[src/rtl/fine_dither.sv]
module fine_dither #(
  parameter int FINE_W = 9,
  parameter int AMP_W  = 4,
  parameter int STEP_W = 4,
  parameter int PRBS_W = 7,
  parameter logic [PRBS_W-1:0] SEED = 1
) (
  input  logic              clk,
  input  logic              rst_n,
  input  logic              tick,
  input  logic              enable,
  input  logic              prbs_en,
  input  logic [AMP_W-1:0]  amp,
  input  logic [STEP_W-1:0] step,
  input  logic [FINE_W-1:0] fine_in,
  input  logic              clr_flag,
  output logic [FINE_W-1:0] fine_out,
  output logic              range_flag
);
  localparam int OFF_W = ((AMP_W > STEP_W) ? AMP_W : STEP_W) + 2;
  localparam int SUM_W = FINE_W + OFF_W;
  localparam logic signed [SUM_W-1:0] FMAX = SUM_W'((1 << FINE_W) - 1);

  logic signed [OFF_W-1:0] off, off_nx, amp_s, step_s, up_try, dn_try;
  logic [1:0] idx;
  logic dir_up, dir_nx, tog;
  logic [PRBS_W-1:0] lfsr;
  logic signed [SUM_W-1:0] sum;
  logic lo, hi, used;

  assign used   = tick & enable & (~prbs_en | lfsr[0]);
  assign amp_s  = $signed({{(OFF_W-AMP_W){1'b0}}, amp});
  assign step_s = (step <= STEP_W'(1)) ? OFF_W'(1) : $signed({{(OFF_W-STEP_W){1'b0}}, step});
  assign up_try = off + step_s;
  assign dn_try = off - step_s;

  always_comb begin
    off_nx = off;
    dir_nx = dir_up;
    if (amp == AMP_W'(0)) begin
      off_nx = '0;
    end else if (amp == AMP_W'(1)) begin
      case (idx)
        2'd0:    off_nx = OFF_W'(1);
        2'd1:    off_nx = -OFF_W'(1);
        default: off_nx = '0;
      endcase
    end else if (dir_up) begin
      if (up_try >= amp_s) begin
        off_nx = amp_s;
        dir_nx = 1'b0;
      end else begin
        off_nx = up_try;
      end
    end else begin
      if (dn_try <= -amp_s) begin
        off_nx = -amp_s;
        dir_nx = 1'b1;
      end else begin
        off_nx = dn_try;
      end
    end
  end

  always_ff @(posedge clk or negedge rst_n) begin
    if (!rst_n) begin
      off    <= '0;
      idx    <= 2'd0;
      dir_up <= 1'b1;
      tog    <= 1'b0;
      lfsr   <= SEED;
    end else if (!enable) begin
      off    <= '0;
      idx    <= 2'd0;
      dir_up <= 1'b1;
      tog    <= 1'b0;
      lfsr   <= SEED;
    end else if (tick) begin
      lfsr <= {lfsr[PRBS_W-2:0], lfsr[PRBS_W-1] ^ lfsr[PRBS_W-2]};
      if (used) begin
        off    <= off_nx;
        dir_up <= dir_nx;
        if (amp == AMP_W'(0)) tog <= ~tog;
        if (amp == AMP_W'(1)) idx <= (idx == 2'd2) ? 2'd0 : idx + 2'd1;
      end
    end
  end

  assign sum = $signed({{(SUM_W-FINE_W){1'b0}}, fine_in ^ {{(FINE_W-1){1'b0}}, tog}})
             + $signed({{(SUM_W-OFF_W){off[OFF_W-1]}}, off});
  assign lo = sum[SUM_W-1];
  assign hi = !lo && (sum > FMAX);
  assign fine_out = lo ? '0 : hi ? FMAX[FINE_W-1:0] : sum[FINE_W-1:0];

  always_ff @(posedge clk or negedge rst_n) begin
    if (!rst_n)          range_flag <= 1'b0;
    else if (clr_flag)   range_flag <= 1'b0;
    else if (lo || hi)   range_flag <= 1'b1;
  end
endmodule


[config.mk]
export PLATFORM = sky130hd
export DESIGN_NAME = fine_dither
export DESIGN_NICKNAME = d
export VERILOG_FILES = /design/src/rtl/fine_dither.sv
export SDC_FILE = /design/constraint.sdc
export NUM_CORES = 1
export LEC_CHECK = 0
export BUFFER_PORTS_ARGS = -buffer_cell sky130_fd_sc_hd__buf_2
export CAP_MARGIN = 40
export CORE_MARGIN = 5
export CORE_UTILIZATION = 50
export CTS_BUF_LIST = sky130_fd_sc_hd__clkbuf_8
export CTS_CLUSTER_SIZE = 40
export DETAILED_ROUTE_END_ITERATION = 7
export MAX_ROUTING_LAYER = met4
export PLACE_DENSITY_LB_ADDON = 0.3
export SLEW_MARGIN = 5
export SYNTH_ARGS = -nofsm -noshare
export SYNTH_HDL_FRONTEND = slang
export SYNTH_SLANG_ARGS = --single-unit
[constraint.sdc]
create_clock -name clk -period 3.3 [get_ports clk]
set_input_delay 0.165 -clock clk [delete_from_list [all_inputs] [get_ports clk]]
set_output_delay 0.165 -clock clk [all_outputs]
set_load 0.01 [all_outputs]
Word-level counts from Yosys, hierarchy flattened
Cells that the tools add are included.
- bits in registers: 18
- output and inout port bits: 10
- word-level logic and storage cells: 74
- input bits: 23
- $add $sub $neg: 5
- reductions and logical operators: 10
- magnitude comparators: 4
- bitwise operators: 7
- mux-type cells: 33
- equal/unequal tests: 9
- operators by type and width (kind ; count):
    $mux 6 ; 8
    $mux 9 ; 2
    $mux 1 ; 14
    $mux 7 ; 2
    $pmux 6 s2 ; 1
    $add 10x6->11 ; 1
    $gt 11x10->1 const B ; 1
    $mux 2 ; 5
    $xor 9x1->9 ; 1
    $add 6x5->6 ; 1
    $ge 6x5->1 ; 1
    $le 6x6->1 ; 1
    $ne 2x1->1 const B ; 3
    $ne 2x2->1 const B ; 3
    $neg 4->6 ; 1
    $reduce_and 3->1 ; 2
    $sub 6x5->6 ; 1
    $eq 4x1->1 const B ; 1
    $le 4x1->1 const B ; 1
    $logic_not 4->1 ; 1
    $mux 4 ; 1
    $reduce_and 4->1 ; 1
    $add 2x1->2 const B ; 1
    $and 1x1->1 ; 2
    other kinds (11) ; 12

Longest topological paths before layout
Gate-level depths: netlist (run 1).
- word-level depth: 11
- mapped depth: 15
- mapped depth without buffers: 15

Worst setup path after synthesis (run 1)
OpenSTA, ideal clock, no wires.
- kind: register to register
- from: reg off[0]
- to: reg off[0]
- setup time: 66 ps
- setup slack: 361 ps
- cell stages (with the launch flop): 15
- buffers on the path: 0
- period minus slack after synthesis: 2939 ps
- arrival time: 2873 ps
- data required time: 3234 ps
- path through: dfrtp_1 -> inv_1 -> ha_1 -> inv_1 -> fa_1 -> a21o_1 -> a21oi_1 -> xnor2_1 -> ha_1 -> and4_1 -> o21ai_1 -> and3_1 -> or4_1 -> o31ai_1 -> o31a_1
- cells in the longest elaborated chain, start to end: 9
- elaborated cells on any way between the ends: 12
- classes of those cells: add/sub: 2; order compare: 2; mux: 8
- ends and longest elaborated chain (what ; RTL line ; source):
    start: declaration ; 24 ; logic signed [OFF_W-1:0] off, off_nx, amp_s, step_s, up_try, dn_try;
    start signal: assignment ; 81 ; off <= off_nx;
    $sub 6x5->6 or $add 6x5->6 (tied branches) ; 35, 34 ;
    $le 6x6->1 or $ge 6x5->1 (tied branches) ; 56, 49 ;
    $mux 6, on equally long branches ; 56, 49 ;
    $mux 6 (*) ; 48 ; end else if (dir_up) begin
    $mux 6 (*) ; 42 ; end else if (amp == AMP_W'(1)) begin
    $mux 6 (*) ; 40 ; if (amp == AMP_W'(0)) begin
    $mux 6 (*) ; 80 ; if (used) begin
    $mux 6 (*) ; 78 ; end else if (tick) begin
    $mux 6 (*) ; 72 ; end else if (!enable) begin
Mark *: on every way between the ends. The rest lies on a longest branch, timed or not. The select of a mux whose other input is x is not followed.
A chain may end at the register's enable or synchronous reset.

Worst setup path in the final report (run 1)
Same ends and word-level chain as after synthesis.

==> results of run 1 <==
[worst reg2reg max path, delay by kind of cell, from the launching register on]
kind | cells | cell delay (ps)
compound gates | 5 | 650
buf+inv | 2 | 170
xor+xnor | 1 | 100
simple gates | 3 | 930
fa+ha+maj | 3 | 880
flops | 1 | 390
[per-stage QoR]
step	power (mW)	instance area [sq um]
after floorplan	1.046	2296
after global placement	1.310	2512
after detailed placement	1.327	2512
after CTS	1.489	2567
after global routing	1.637	2582
final	1.505	2582
[power breakdown]
| part | leakage (nW) | internal, mW | switching [mW] |
|---|---|---|---|
| Clock | 0.0269 | 0.0826 | 0.0710 |
| Combinational | 0.980 | 0.462 | 0.584 |
| Sequential | 0.239 | 0.253 | 0.0525 |
[cell families after synthesis]
| family | share of synthesized area |
|---|---|
| muxes | 0.04360 |
| adders and majority gates | 0.1951 |
| xor gates and xnor gates | 0.06867 |
| AOI/OAI and AO/OA | 0.2741 |
| buffers and inverters | 0.05940 |
| and+or+nand+nor | 0.1618 |
| DFF | 0.1973 |
[state kept, by name, indices dropped and copies added (netlist names)]
signal,count
off,6
range_flag,1
idx,2
lfsr,7
tog,1
dir_up,1
[cells in the mapped netlist, drive strengths merged (2+ instances only)]
master,count,share of area
a31oi,5,0.014
nand2b,6,0.020
o21bai,2,0.0065
a2111oi,3,0.036
o21ai,19,0.043
inv,26,0.043
and3,4,0.011
xnor2,9,0.034
xor2,9,0.034
o31ai,3,0.0098
and2,4,0.011
o311ai,2,0.0076
mux2i,10,0.044
o211ai,2,0.0065
and4,2,0.0087
a211oi,3,0.0098
or3,4,0.013
dfrtp,16,0.17
nor2,18,0.029
o31a,2,0.0076
o21a,3,0.0098
ha,31,0.17
buf,2,0.0071
a21o,6,0.020
dfstp,2,0.023
o41ai,2,0.0076
nand3,7,0.015
nand2,15,0.025
fa,3,0.026
clkbuf,6,0.0098
nor2b,4,0.011
o221ai,2,0.0076
nor3,3,0.0065
a21oi,26,0.063
[timing repair]
action                                 4_1_cts  5_1_grt
resized for setup                            0        6
buffers inserted                             0        0
endpoints found under the hold margin       16        0
setup endpoints to repair                    0        4
hold buffers                                 1        0
[metal layers]
layer,vias up,global-route usage,part of all wire
li1,1039,-,-
met5,-,-,0
met2,41,0.2972,0.47
met3,8,0.01389,0.035
met1,953,0.2408,0.48
met4,0,0.04296,0.014
[worst max path at each step]
stage,from,slack (ps),to,depth (start not counted)
2_1_floorplan,off[0],360,off[0],14
3_3_place_gp,step[1],140,off[0],16
3_5_place_dp,step[1],40,off[0],16
4_1_cts,off[0],150,off[0],14
5_1_grt,off[0],-30,off[0],14
6_report,off[0],130,off[0],14
[layout make-up]
class / count / area [sq um]
fill: 427 / 1832
multi-input combinational: 218 / 1720
clock inverter: 1 / 3.754
timing repair buffer: 37 / 200.2
inverter: 26 / 97.59
sequential: 18 / 454.2
tap: 52 / 65.06
clock buffer: 3 / 41.29
==> out/metrics.yaml, run 1 <==
critical_path:
  crit_required_ps: 3490
  reg2reg_slack_ps: 130
  crit_chain: "inv_1 -> ha_1 -> inv_1 -> fa_1 -> a21o_1 -> a21oi_2 -> xnor2_1 -> ha_1 -> and4_1 -> o21ai_1 -> and3_1 -> or4_1 -> o31ai_1 -> o31a_1"
  crit_slowest_cell: "or4_1"
  timing.rr.start: "off[0]"
  crit_family: "simple AND/OR/NAND/NOR gates"
  critPathBufInv: 2
  timing.rr.end: "off[0]"
  crit_type: "reg2reg"
  endpoint_kind: "register"
  reg2regPathDepth: 14
  worstPathArrival_ps: 3360
  path_max_fanout: 6
  crit_path_start_kind: "register"
  max_stage_delay_ps: 490
drt:
  drc: 0
  final_antenna_net_count: 0
  via_per_inst: 5.749
  wl_per_cell_um: 15.05
  drtIter0Drc: 144
  wirelength_mm: 5.341
  first_pass_iters: 4
  num_vias: 2041
final_layout:
  nNetsFinal: 361
  final_cell_mix: "buf_2 (32), ha_1 (30), inv_1 (26)"
  diodes: 0
  final_cells: 355
  fin_util: 0.5850
  drive_gt1_frac: 0.1947
  syn2layout_area_growth_pct: 12.48
  final_common_cell: "buf_2"
clocking:
  root_buffer: "clkbuf_8"
  cts_tree: "done"
  cts_buffer_depth: 2
  cts_num_sinks: 18
  htree_levels: 1
  clock_latency_ps: 250
  clkTransAtPathRegs_ps: 70
  cts_inserted_buffers: 3
synth:
  yosysWarnings: 0
  synth_edf_count: 0
  synthFlopType: "dfrtp_1"
  netlist_area_sq_mm: 0.002296
  ys_types: 53
  synth_cells: 270
  syn_area_per_cell_sq_um: 8.504
  synthArstFlopShare: 1.000
  syn-num-nets: 327
  synth-seq-cells: 18
  synth_seq_area_share: 0.1973
global_route:
  grt_max_degree: 19
  grt_antenna_before_repair: 0
  grt_pass1_vias: 1998
  grt_pass1_wl_mm: 9.025
  grt.total_usage: 0.1807
  grt_overflow: 0
worst_hold_path:
  hold_path_end: "range_flag"
  whs_path_depth: 2
  hold_start: "clr_flag"
  hold_class: "in2reg"
floorplanning:
  start_util: 0.5201
  die_h_um: 77.77
  core_sq_mm: 0.004414
  fp.dieArea_sq_mm: 0.006047
  num_rows: 24
  boundaryPins: 33
  die_x_um: 77.77
placement:
  portBuffers: 32
  gp_congestion: 0.9570
  place_hpwl_mm: 4.354
  placedCellCount: 350
  place_ws_ps: 37.28
sta:
  slew_violations: 0
  skew_ps: 6.192
  max_freq_mhz: 315.9
  tightest_slew_ps: 845.7
  setup_ws_ps: 134.0
  fin_crit_sh: 0.9594
  relSlewSlack: 0.4324
  timing.hold.ws_ps: 50.59
  hold_viol_final: 0
  fin_crit_ps: 3166
  finalSetupViolations: 0
  tns_ps: 0
power_and_ir_drop:
  power_density_mw_per_mm2: 582.6
  ir_drop_mv: 0.2985
  leakage_nw: 1.245
flow_run:
  maxCapViolations: 0
status:
  status: "finished clean"
No activity file was read; power rests on OpenSTA's default activity.
==> inputs of run 2 (changes only) <==
--- a/config.mk
+++ b/config.mk
@@ -8,7 +8,7 @@
 export BUFFER_PORTS_ARGS = -buffer_cell sky130_fd_sc_hd__buf_2
 export CAP_MARGIN = 40
 export CORE_MARGIN = 5
-export CORE_UTILIZATION = 50
+export CORE_UTILIZATION = 40
 export CTS_BUF_LIST = sky130_fd_sc_hd__clkbuf_8
 export CTS_CLUSTER_SIZE = 40
 export DETAILED_ROUTE_END_ITERATION = 7
@@ -18,3 +18,4 @@
 export SYNTH_ARGS = -nofsm -noshare
 export SYNTH_HDL_FRONTEND = slang
 export SYNTH_SLANG_ARGS = --single-unit
+export TNS_END_PERCENT = 1
==> constraint.sdc (replaced) <==
create_clock -name clk -period 2.7 [get_ports clk]
set_input_delay 0.135 -clock clk [delete_from_list [all_inputs] [get_ports clk]]
set_output_delay 0.135 -clock clk [all_outputs]
set_load 0.01 [all_outputs]
==> run 2 against run 1 <==
Against the previous run: the flow now finishes with violations (setup timing); cell count rose by 15%; clock-buffer cell count rose by 1; die area rose by 22%; setup slack got worse by 410 ps; global-route usage fell by 1.7 points; non-clock buffer count rose by 35; total power rose by 46%; maximum frequency rose by 6.4%; final area rose by 14%; critical endpoint unchanged; largest cell class unchanged; highest routed layer unchanged.
==> out/metrics.yaml, run 2 (synthesized netlist as in run 1, its figures left out) <==
status:
  status: "finished with violations"
  violations: "setup timing"
sta:
  slew_violations: 0  # unchanged
  relSlewSlack: 0.3946  # -0.03782
  tns_ps: -1781  # -1781 ps
  fin_crit_sh: 1.102  # +0.1427
  skew_ps: 4.883  # -1.309 ps
  setup_ws_ps: -275.6  # -409.5 ps
  fin_crit_ps: 2976  # -190.5 ps
  timing.hold.ws_ps: 19.74  # -30.85 ps
  finalSetupViolations: 16  # +16
  max_freq_mhz: 336.1  # +6.4%
  rsz0062_at_grt: "yes"
  hold_viol_final: 0  # unchanged
  tightest_slew_ps: 902.1  # +56.35 ps
floorplanning:
  die_x_um: 85.76  # +10%
  core_sq_mm: 0.005540  # +26%
  boundaryPins: 33  # unchanged
  die_h_um: 85.76  # +10%
  start_util: 0.4144  # -0.1057
  fp.dieArea_sq_mm: 0.007355  # +22%
  num_rows: 27  # +13%
placement:
  gp_congestion: 0.8634  # -9.8%
  place_hpwl_mm: 4.736  # +8.8%
  dpl_cell_area_sq_mm: 0.002796  # +11%
  portBuffers: 32  # unchanged
final_layout:
  syn2layout_area_growth_pct: 28.56
  largestRegisters: "lfsr: 7 flops, off: 6 flops, idx: 2 flops"
  largest_register_ffs: 7  # unchanged
  drive_gt1_frac: 0.3136  # +0.1189
  diodes: 0  # unchanged
  nNetsFinal: 396  # +9.7%
  top_register: "lfsr"
  fin_util: 0.5327  # -0.05229
  final_cell_mix: "buf_4 (39), buf_2 (32), ha_1 (29)"
  fin_area_sq_mm: 0.002952  # +14%
  final_common_cell: "buf_4"
critical_path:
  crit_type: "reg2reg"
  crit_required_ps: 2900  # -590 ps
  path_max_fanout: 3  # -3
  crit_path_start_kind: "register"
  crit_chain: "inv_2 -> ha_4 -> inv_2 -> fa_2 -> a21o_1 -> a21oi_2 -> xnor2_2 -> ha_1 -> and4_4 -> o21ai_2 -> and3_4 -> or4_1 -> o31ai_1 -> o31a_1"
  max_stage_delay_ps: 460  # -30 ps
  crit_slowest_cell: "or4_1"
  worstPathArrival_ps: 3170  # -190 ps
  timing.rr.end: "off[0]"
  timing.rr.start: "off[0]"
  endpoint_kind: "register"
  reg2reg_slack_ps: -280  # -410 ps
  critPathMostFrequentCell: "inv_2"
  reg2regPathDepth: 14  # unchanged
clocking:
  root_buffer: "clkbuf_8"
  clkTransAtPathRegs_ps: 70  # about the same
  cts_buffer_depth: 2  # unchanged
  clock_latency_ps: 260  # about the same
  cts_inserted_buffers: 3  # unchanged
  cts_num_sinks: 18  # unchanged
  cts_tree: "done"
  htree_levels: 1  # unchanged
global_route:
  grt_max_degree: 19  # unchanged
  grt.total_usage: 0.1633  # -0.01731
  grt_overflow: 0  # unchanged
  grt_pass1_wl_mm: 9.715  # +7.6%
  grt_pass1_vias: 2112  # +5.7%
  grt_antenna_before_repair: 0  # unchanged
worst_hold_path:
  whs_path_depth: 2  # unchanged
  hold_class: "in2reg"
  hold_path_end: "range_flag"
  hold_start: "clr_flag"
power_and_ir_drop:
  ir_drop_mv: 0.3472  # +16%
  p_sw_frac: 0.4290  # -0.04102
  intPower_mw: 1.257  # +58%
  p_seq_frac: 0.164  # -0.039
  clkPwrFrac: 0.101  # about the same
  p_comb_frac: 0.735  # +0.040
  power_density_mw_per_mm2: 745.7  # +28%
  leakage_nw: 1.439  # +16%
  switchingPower_mw: 0.9441  # +34%
drt:
  wirelength_mm: 5.806  # +8.7%
  via_per_inst: 5.400  # -6.1%
  num_vias: 2214  # +8.5%
  final_antenna_net_count: 0  # unchanged
  first_pass_iters: 4  # unchanged
  wl_per_cell_um: 14.16  # -5.9%
  drc: 0  # unchanged
  drtIter0Drc: 125  # -13%
flow_run:
  maxCapViolations: 0  # unchanged
-- run 2: changes by cell type in the layout (fill, tap and decap cells not counted), moves of 2 or more --
cell / change
buf_4: +35
inv_1: -3
xnor2_1: -3
xnor2_2: +3
and3_1: -2
and3_4: +2
ha_4: +2
inv_2: +2
o21ai_1: -2
o21ai_2: +2
-- run 2: metrics by stage --
stage                     power [mW]  std cells  worst slack (ps)
final                          2.201        410            -275.6
after global routing           2.389        410            -356.9
after CTS                      2.150        408            -254.9
after detailed placement       1.856        402            -299.1
after global placement         1.841        402            -238.5
after floorplan                1.307        270            -130.2
-- run 2: worst max-delay path by stage --
stage,from,endpoint,depth (start not counted)
after global placement,step[3],off[4],16
final,off[0],off[0],14
after floorplan,off[0],off[0],14
after global routing,off[0],off[0],14
after detailed placement,off[2],off[4],12
after CTS,off[2],off[0],12
-- run 2: layout make-up --
| class | count | area, sq um |
|---|---|---|
| Tap cell | 72 | 90.09 |
| Timing Repair Buffer | 72 | 462.9 |
| Inverter | 26 | 97.59 |
| Fill cell | 533 | 2589 |
| Sequential cell | 18 | 452.9 |
| Multi-Input combinational cell | 218 | 1793 |
| Clock buffer | 4 | 55.05 |
-- run 2: what timing repair did --
| item | CTS | global route |
|---|---|---|
| hold buffers | 1 | 0 |
| setup buffers | 1 | 2 |
| setup endpoints to repair | 16 | 16 |
| pin swaps | 5 | 5 |
| resized for setup | 9 | 5 |
| endpoints found under the hold margin | 16 | 0 |
-- run 2: power groups by stage --
stage / clock (mW) / sequential (mW) / combinational (mW)
CTS: 0.230 / 0.361 / 1.56
finish: 0.221 / 0.362 / 1.62
floorplan: 0 / 0.351 / 0.955
global placement: 0 / 0.361 / 1.48
global route: 0.240 / 0.367 / 1.78
detailed placement: 0 / 0.363 / 1.49
-- run 2: per-layer routing --
metal | track usage | share of wire | vias to the layer above
met1 | 0.2106 | 0.46 | 1041
li1 | - | - | 1114
met5 | - | 0 | -
met3 | 0.02113 | 0.053 | 6
met4 | 0.02446 | 0.0079 | 0
met2 | 0.2790 | 0.48 | 53
-- run 2: worst max-delay path: cells and delay by family (launching register included) --
kind	cells	cell delay [ps]
simple gates	3	840
fa+ha+maj	3	790
compound gates	5	630
flops	1	400
buf+inv	2	130
xor+xnor	1	110
